[config.mk]
export PLATFORM = sky130hd
export DESIGN_NAME = los_lock_selector
export DESIGN_NICKNAME = d
export VERILOG_FILES = /design/src/rtl/los_lock_pkg.sv /design/src/rtl/run_datapath.sv /design/src/rtl/lock_ctrl.sv /design/src/rtl/los_lock_selector.sv
export SDC_FILE = /design/constraint.sdc
export NUM_CORES = 1
export LEC_CHECK = 0
export ABC_CLOCK_PERIOD_IN_PS = 2340
export BUFFER_PORTS_ARGS = -buffer_cell sky130_fd_sc_hd__buf_2
export CORE_MARGIN = 1
export CORE_UTILIZATION = 40
export DETAILED_ROUTE_END_ITERATION = 10
export PLACE_DENSITY = 0.64
export SYNTH_ARGS = -nofsm -noshare
export SYNTH_HDL_FRONTEND = slang
export SYNTH_SLANG_ARGS = --single-unit
[constraint.sdc]
create_clock -name clk -period 2.34 [get_ports clk]
set_input_delay 0.351 -clock clk [delete_from_list [all_inputs] [get_ports clk]]
set_output_delay 0.351 -clock clk [all_outputs]
set_load 0.05 [all_outputs]
[src/rtl/los_lock_pkg.sv]
package los_lock_pkg;
  // Strobes from the control module to the run-length datapath.
  typedef struct packed {
    logic start;     // begin a new run of one uniform word
    logic advance;   // extend the current run by one word
    logic clear;     // mixed word: empty the run and drop loss
    logic polarity;  // value of the uniform word (start only)
  } runStrobeT;

  typedef enum logic {
    LOCK_REF  = 1'b0,
    LOCK_DATA = 1'b1
  } lockStateT;
endpackage

[src/rtl/run_datapath.sv]
module run_datapath
  import los_lock_pkg::*;
#(
  parameter int RUN_WORDS = 12
) (
  input  logic      clk,
  input  logic      rstN,
  input  runStrobeT strb,
  output logic      runActive,
  output logic      runPol,
  output logic      lossFlag
);
  localparam int CNT_W = $clog2(RUN_WORDS + 1);
  localparam logic [CNT_W-1:0] CNT_MAX = CNT_W'(RUN_WORDS);

  logic [CNT_W-1:0] runCnt;
  logic [CNT_W-1:0] cntNext;
  logic             polReg;

  always_comb begin
    cntNext = runCnt;
    if (strb.clear)        cntNext = '0;
    else if (strb.start)   cntNext = CNT_W'(1);
    else if (strb.advance) cntNext = (runCnt == CNT_MAX) ? runCnt : runCnt + CNT_W'(1);
  end

  always_ff @(posedge clk) begin
    if (!rstN) begin
      runCnt   <= '0;
      polReg   <= 1'b0;
      lossFlag <= 1'b0;
    end else begin
      runCnt <= cntNext;
      if (strb.start) polReg <= strb.polarity;
      if (strb.clear)                  lossFlag <= 1'b0;
      else if (cntNext == CNT_MAX)     lossFlag <= 1'b1;
    end
  end

  assign runActive = (runCnt != '0);
  assign runPol    = polReg;

  a_r1_count_bounded: assert property (@(posedge clk) disable iff (!rstN)
    runCnt <= CNT_MAX);
  a_r1_trip_on_last: assert property (@(posedge clk) disable iff (!rstN)
    (strb.advance && runCnt == CNT_MAX - CNT_W'(1)) |=> lossFlag);
  a_r6_mixed_clears: assert property (@(posedge clk) disable iff (!rstN)
    strb.clear |=> (!lossFlag && !runActive));
  a_r6_loss_sticky: assert property (@(posedge clk) disable iff (!rstN)
    (lossFlag && !strb.clear) |=> lossFlag);
  a_r9_idle_hold: assert property (@(posedge clk) disable iff (!rstN)
    !(strb.start || strb.advance || strb.clear) |=> $stable(lossFlag));
endmodule

[src/rtl/lock_ctrl.sv]
module lock_ctrl
  import los_lock_pkg::*;
#(
  parameter int WORD_W    = 10,
  parameter int LOCK_HOLD = 4
) (
  input  logic              clk,
  input  logic              rstN,
  input  logic              wordValid,
  input  logic [WORD_W-1:0] wordIn,
  input  logic              freqOk,
  input  logic              runActive,
  input  logic              runPol,
  input  logic              lossFlag,
  output runStrobeT         strb,
  output logic              lockData
);
  localparam int HOLD_W = $clog2(LOCK_HOLD + 1);
  localparam logic [HOLD_W-1:0] HOLD_LAST = HOLD_W'(LOCK_HOLD - 1);

  logic      allOnes, allZeros, uniform, pass;
  lockStateT state;
  logic [HOLD_W-1:0] passCnt;

  assign allOnes  = &wordIn;
  assign allZeros = ~|wordIn;
  assign uniform  = allOnes | allZeros;
  assign pass     = freqOk & ~lossFlag;

  always_comb begin
    strb          = '0;
    strb.polarity = allOnes;
    if (wordValid) begin
      if (!uniform)                             strb.clear   = 1'b1;
      else if (runActive && runPol == allOnes)  strb.advance = 1'b1;
      else                                      strb.start   = 1'b1;
    end
  end

  always_ff @(posedge clk) begin
    if (!rstN) begin
      state   <= LOCK_REF;
      passCnt <= '0;
    end else if (wordValid) begin
      case (state)
        LOCK_REF: begin
          if (!pass) passCnt <= '0;
          else if (passCnt == HOLD_LAST) begin
            passCnt <= '0;
            state   <= LOCK_DATA;
          end else passCnt <= passCnt + HOLD_W'(1);
        end
        default: begin
          passCnt <= '0;
          if (!pass) state <= LOCK_REF;
        end
      endcase
    end
  end

  assign lockData = (state == LOCK_DATA);

  a_r7_enter_after_hold: assert property (@(posedge clk) disable iff (!rstN)
    $rose(lockData) |-> ($past(passCnt) == HOLD_LAST && $past(pass)));
  a_r8_drop_on_fail: assert property (@(posedge clk) disable iff (!rstN)
    (lockData && wordValid && !pass) |=> !lockData);
  a_r9_lock_idle_hold: assert property (@(posedge clk) disable iff (!rstN)
    !wordValid |=> $stable(lockData));
  a_r1_one_strobe: assert property (@(posedge clk) disable iff (!rstN)
    $countones({strb.start, strb.advance, strb.clear}) == (wordValid ? 1 : 0));
endmodule

[src/rtl/los_lock_selector.sv]
module los_lock_selector
  import los_lock_pkg::*;
#(
  parameter int WORD_W    = 10,
  parameter int RUN_WORDS = 12,
  parameter int LOCK_HOLD = 4
) (
  input  logic              clk,
  input  logic              rstN,
  input  logic              wordValid,
  input  logic [WORD_W-1:0] wordIn,
  input  logic              freqOk,
  output logic              sigLoss,
  output logic              lockData
);
  runStrobeT strb;
  logic      runActive, runPol, lossFlag;

  lock_ctrl #(.WORD_W(WORD_W), .LOCK_HOLD(LOCK_HOLD)) u_ctrl (
    .clk(clk), .rstN(rstN), .wordValid(wordValid), .wordIn(wordIn),
    .freqOk(freqOk), .runActive(runActive), .runPol(runPol),
    .lossFlag(lossFlag), .strb(strb), .lockData(lockData)
  );

  run_datapath #(.RUN_WORDS(RUN_WORDS)) u_data (
    .clk(clk), .rstN(rstN), .strb(strb), .runActive(runActive),
    .runPol(runPol), .lossFlag(lossFlag)
  );

  assign sigLoss = lossFlag;
endmodule

==> After elaboration in Yosys (flattened, before gate mapping) <==
Cells that the tools add are included.
W data, S select, Z words.
{ "totals": {"in_bits": 14, "wordCells": 37, "out_inout_bits": 2, "ff_bits": 10} }
{ "op_classes": {"muxes": 16, "eq_ne": 4, "bitwise_logic": 4, "n_reduce_logical": 6, "addsub": 2} }
{ "op_table": {"columns": ["operator", "count"], "rows": [
  ["$mux W4", 4],
  ["$mux W3", 4],
  ["$reduce_and A10 Y1", 1],
  ["$reduce_or A10 Y1", 1],
  ["$eq A4 B4 Y1 const B", 2],
  ["$mux W1", 7],
  ["$add A4 B1 Y4 const B", 1],
  ["$reduce_bool A4 Y1", 1],
  ["$add A3 B1 Y3 const B", 1],
  ["$eq A3 B2 Y1 const B", 1],
  ["$mux W2", 1],
  ["$not A1 Y1", 2],
  ["$reduce_or A2 Y1", 1],
  ["$and A1 B1 Y1", 1],
  ["$eq A1 B1 Y1", 1],
  ["$logic_and A1 B1 Y1", 1],
  ["$logic_not A1 Y1", 1],
  ["$or A1 B1 Y1", 1]
]} }

==> Longest topological paths before layout <==
{ "logic_depth": {"depth_word": 10, "ltp_mapped": 8, "depth_no_buf": 8} }

==> Cells and area by module <==
Synthesis repeated with hierarchy kept, for this count alone.
{ "unflattened": {"hier_cells": 78, "hier_area_um2": 675.6} }
{ "by_module_without_submodules": {"columns": ["mod", "cells_per_inst", "area_per_inst_um2", "n_inst", "seq_area_each_um2"], "rows": [
  ["run_datapath", 39, 349.1, 1, 120.1],
  ["lock_ctrl", 39, 326.6, 1, 80.1]
]} }

==> Least setup slack after synthesis <==
No wires, ideal clock.
{ "synth_timing": {"path_kind": "reg2reg", "from": "register u_data.runCnt[0]", "to": "register u_data.lossFlag", "setup_time_ns": 0.117, "required_time_ns": 2.223, "period_less_slack_ns": 1.747, "arrival_ns": 1.629, "n_path_buf": 0, "path_stages_with_launch": 7, "slack_ns": 0.593, "path_cell_list": "dfxtp_1 -> inv_1 -> ha_1 -> nand2b_1 -> a2111oi_0 -> a2111oi_2 -> a32o_1"} }
{ "synth_between": {"elab_chain_len": 9, "elab_cells_between_ends": 13, "cone_classes": "add/sub: 1; eq/ne: 2; mux: 8; reduce/logical: 2"} }
{ "synth_lines": {"columns": ["element", "line", "rtl"], "rows": [
  ["start: declaration", "run_datapath.sv:16", "logic [CNT_W-1:0] runCnt;"],
  ["start signal: assignment", "run_datapath.sv:33", "runCnt <= cntNext;"],
  ["$reduce_bool A4 Y1", "run_datapath.sv:40", "assign runActive = (runCnt != '0);"],
  ["$logic_and A1 B1 Y1", "lock_ctrl.sv:35", "else if (runActive && runPol == allOnes) strb.advance = 1'b1;"],
  ["$mux W1", "lock_ctrl.sv:35", null],
  ["$mux W2", "lock_ctrl.sv:34", "if (!uniform) strb.clear = 1'b1;"],
  ["$mux W3", "lock_ctrl.sv:33", "if (wordValid) begin"],
  ["$mux W4", "run_datapath.sv:24", "else if (strb.advance) cntNext = (runCnt == CNT_MAX) ? runCnt : runCnt + CNT_W'(1);"],
  ["$mux W4 (*)", "run_datapath.sv:23", "else if (strb.start) cntNext = CNT_W'(1);"],
  ["$mux W4 (*)", "run_datapath.sv:22", "if (strb.clear) cntNext = '0;"],
  ["$eq A4 B4 Y1 (*)", "run_datapath.sv:36", "else if (cntNext == CNT_MAX) lossFlag <= 1'b1;"],
  ["end signal: assignment", "run_datapath.sv:31", "lossFlag <= 1'b0;"],
  ["end signal: assignment", "run_datapath.sv:35", "if (strb.clear) lossFlag <= 1'b0;"],
  ["end signal: assignment", "run_datapath.sv:36", null],
  ["end: declaration", "run_datapath.sv:11", "output logic lossFlag"]
]} }
Mark *: on every way between the ends. The rest lies on a longest branch, timed or not.
A chain may end at the register's enable or synchronous reset.

==> Worst setup path in the final report <==
Same ends and word-level chain as after synthesis.

==> impl_results.md <==
- Register area share after synthesis: 0.289
- Reg area: 200 um2
- Vias: 638
- CP Class: register to register
- Fillers: 150
- Critical Path Slowest Stage Cell: dfxtp_1
- Synth Cell Area: 693 um2
- TritonCTS Buffers: 3
- GP Congestion: 0.821
- Post-Syn Nets: 99
- Count of final setup violators: 0
- LEAKAGE: 0.000313 uW
- 1st-pass router iterations: 7
- CP delay by family, top: simple AND/OR/NAND/NOR gates
- Slew HR: 0.677
- Std-Cell Core Area: 1560 um2
- Vias per cell: 5.55
- Pwr/cell area: 444 nW/um2
- Worst-path clk slew: 70 ps
- DR iter-0 viols: 16
- Warnings, synthesis: 0
- Setup crit start: u_data.runCnt[0]
- Failing checks: DRC
- H-tree depth: 1
- # nets final: 117
- GRT Overall Usage: 0.171
- Dpl cells: 111
- Worst Skew: 0.680 ps
- Antenna Violating Nets Remaining: 0
- Total grt overflow: 0
- Clock Tree Buf Depth: 2
- Crit-path max cell delay: 430 ps
- Post-synth top flop: dfxtp_1
- Clock Sinks: 10
- Fraction of layout cells with a size suffix above 1: 0.293
- Initial antenna violation count: 0
- Hold crit path type: primary input to register
- Critical path capture point type: register
- Die area: 1900 um2
- Global-route wire length before repair: 2.50 mm
- Max Slew Vio Count: 0
- Core Rows: 14
- Largest net degree at the start of global routing: 11
- Multi-input gate area: 464 um2
- CP arrival: 2170 ps
- Vias in the first global route: 631
- Max_cap viols: 0
- Hold path startpoint: rstN
- Worst-Margin Slew: 472 ps
- Initial core utilization: 0.445
- Data required, critical path: 2550 ps
- Io pins: 16
- Critical R2R Launch: u_data.runCnt[0]
- Synthesized flop and latch total: 10
- Worst setup SP type: register
- Post-synth cell types: 37
- Worst setup margin: 377 ps
- Asr flop ratio synth: 0
- Final Hold Violating Endpoints: 0
- Setup tns final: 0 ps
- Post-DP Area: 778 um2
- DR WL/cell: 11.8 um
- Post-DP HPWL: 1.07 mm
- Highest Clock Rate: 509 MHz
- ANT cells: 0
- Most frequent cells in the layout: buf_2 (15), dfxtp_1 (10), nor2b_1 (8), nor2_1 (8), nand2_1 (7)
- Mapped Avg Cell Area: 8.45 um2
- Worst path cell trace: inv_1 -> ha_1 -> nor3b_2 -> nor2b_1 -> mux2i_1 -> nand2b_4 -> a2111oi_2 -> a32o_1
- Worst vdd ir: 0.276 mV
- Post-Synthesis Cells: 82
- Post-Layout Cell Count: 115
- CP max FO: 7
- Final wirelength: 1.36 mm
- Hold_buf cts: 0
- Setup bufs post-CTS: 0
- Area Overhead vs Synth: 17.5%
- Worst-Skew Late Latency: 260 ps
- RSZ-0062 raised after global routing: false
- Fin util: 0.522
- EDFF count, synth: 0
- Die extent in y: 43.6 um
- Port bufs: 15
- Tmin final: 1960 ps
- DRC: 2
- Critical path buffers and inverters: 1
- Die Width: 43.6 um
- CTS tree: yes
- Tcrit/Tclk final: 0.839
- CTS Root Cell: clkbuf_4
- Post-route cell area: 815 um2
- Run status: finished, violations left
- Resize count post-CTS: 0
- DP Worst Slack: 390 ps
- Most common cell after layout, fill and taps aside: buf_2
where the power goes:
part / switching (uW) / total (uW) / internal (uW)
combinational: 19.0 / 33.5 / 14.6
clock: 61.0 / 155 / 94.3
sequential: 1.05 / 172 / 171
total: 81.0 / 361 / 280
registers in the layout (all words and copies together), names as in the netlist:
name and count:
u_data.runPol 1, u_data.lossFlag 1, u_ctrl.lockData 1, u_data.runCnt 4, u_ctrl.passCnt 3
synthesized netlist by cell type (all sizes together) (2+ instances only):
| master | instances | share of area |
|---|---|---|
| nand2b | 5 | 0.056 |
| nor4 | 2 | 0.018 |
| nor2 | 8 | 0.043 |
| ha | 3 | 0.054 |
| buf | 2 | 0.014 |
| o21ai | 4 | 0.029 |
| dfxtp | 10 | 0.29 |
| nand4 | 3 | 0.049 |
| nand2 | 7 | 0.038 |
| inv | 5 | 0.027 |
| a2111oi | 2 | 0.034 |
| nor3b | 2 | 0.029 |
| a21oi | 3 | 0.038 |
| nand3 | 4 | 0.036 |
| nor2b | 8 | 0.072 |
worst paths after layout:
path / end / slack [ps] / cells past startpoint
setup / recovery: u_data.lossFlag / 380 / 8
setup reg to reg: u_data.lossFlag / 380 / 8
hold reg to reg: u_ctrl.passCnt[2] / 440 / 2
hold / removal: u_data.runCnt[2] / 380 / 2
routing by layer:
metal	vias up	part of all wire	GRT usage
li1	330	-	-
met1	282	0.44	0.202
met2	24	0.49	0.313
met3	2	0.060	0.0250
met4	0	0.0066	0.0563
met5	-	0	0
metrics by stage:
step                hold slack (ps)  power, uW
floorplan                       410        190
global placement                427        209
detailed placement              428        210
CTS                             378        365
global route                    382        379
finish                          381        361
logic make-up after synthesis:
family / share of synthesized area
AND/OR/NAND/NOR: 0.381
buffers and inverters: 0.0415
flip-flops: 0.289
adder cells (fa/ha/maj): 0.0542
AO/OA/AOI/OAI: 0.220
multiplexers: 0.0144
final cells by class:
class,instances,area share
multi-input combinational,65,0.570
timing repair buffer,15,0.0922
sequential,10,0.246
clock buffer,4,0.0445
tap,16,0.0246
inverter,5,0.0230
Note: power is estimated with default switching activity, not from simulation.
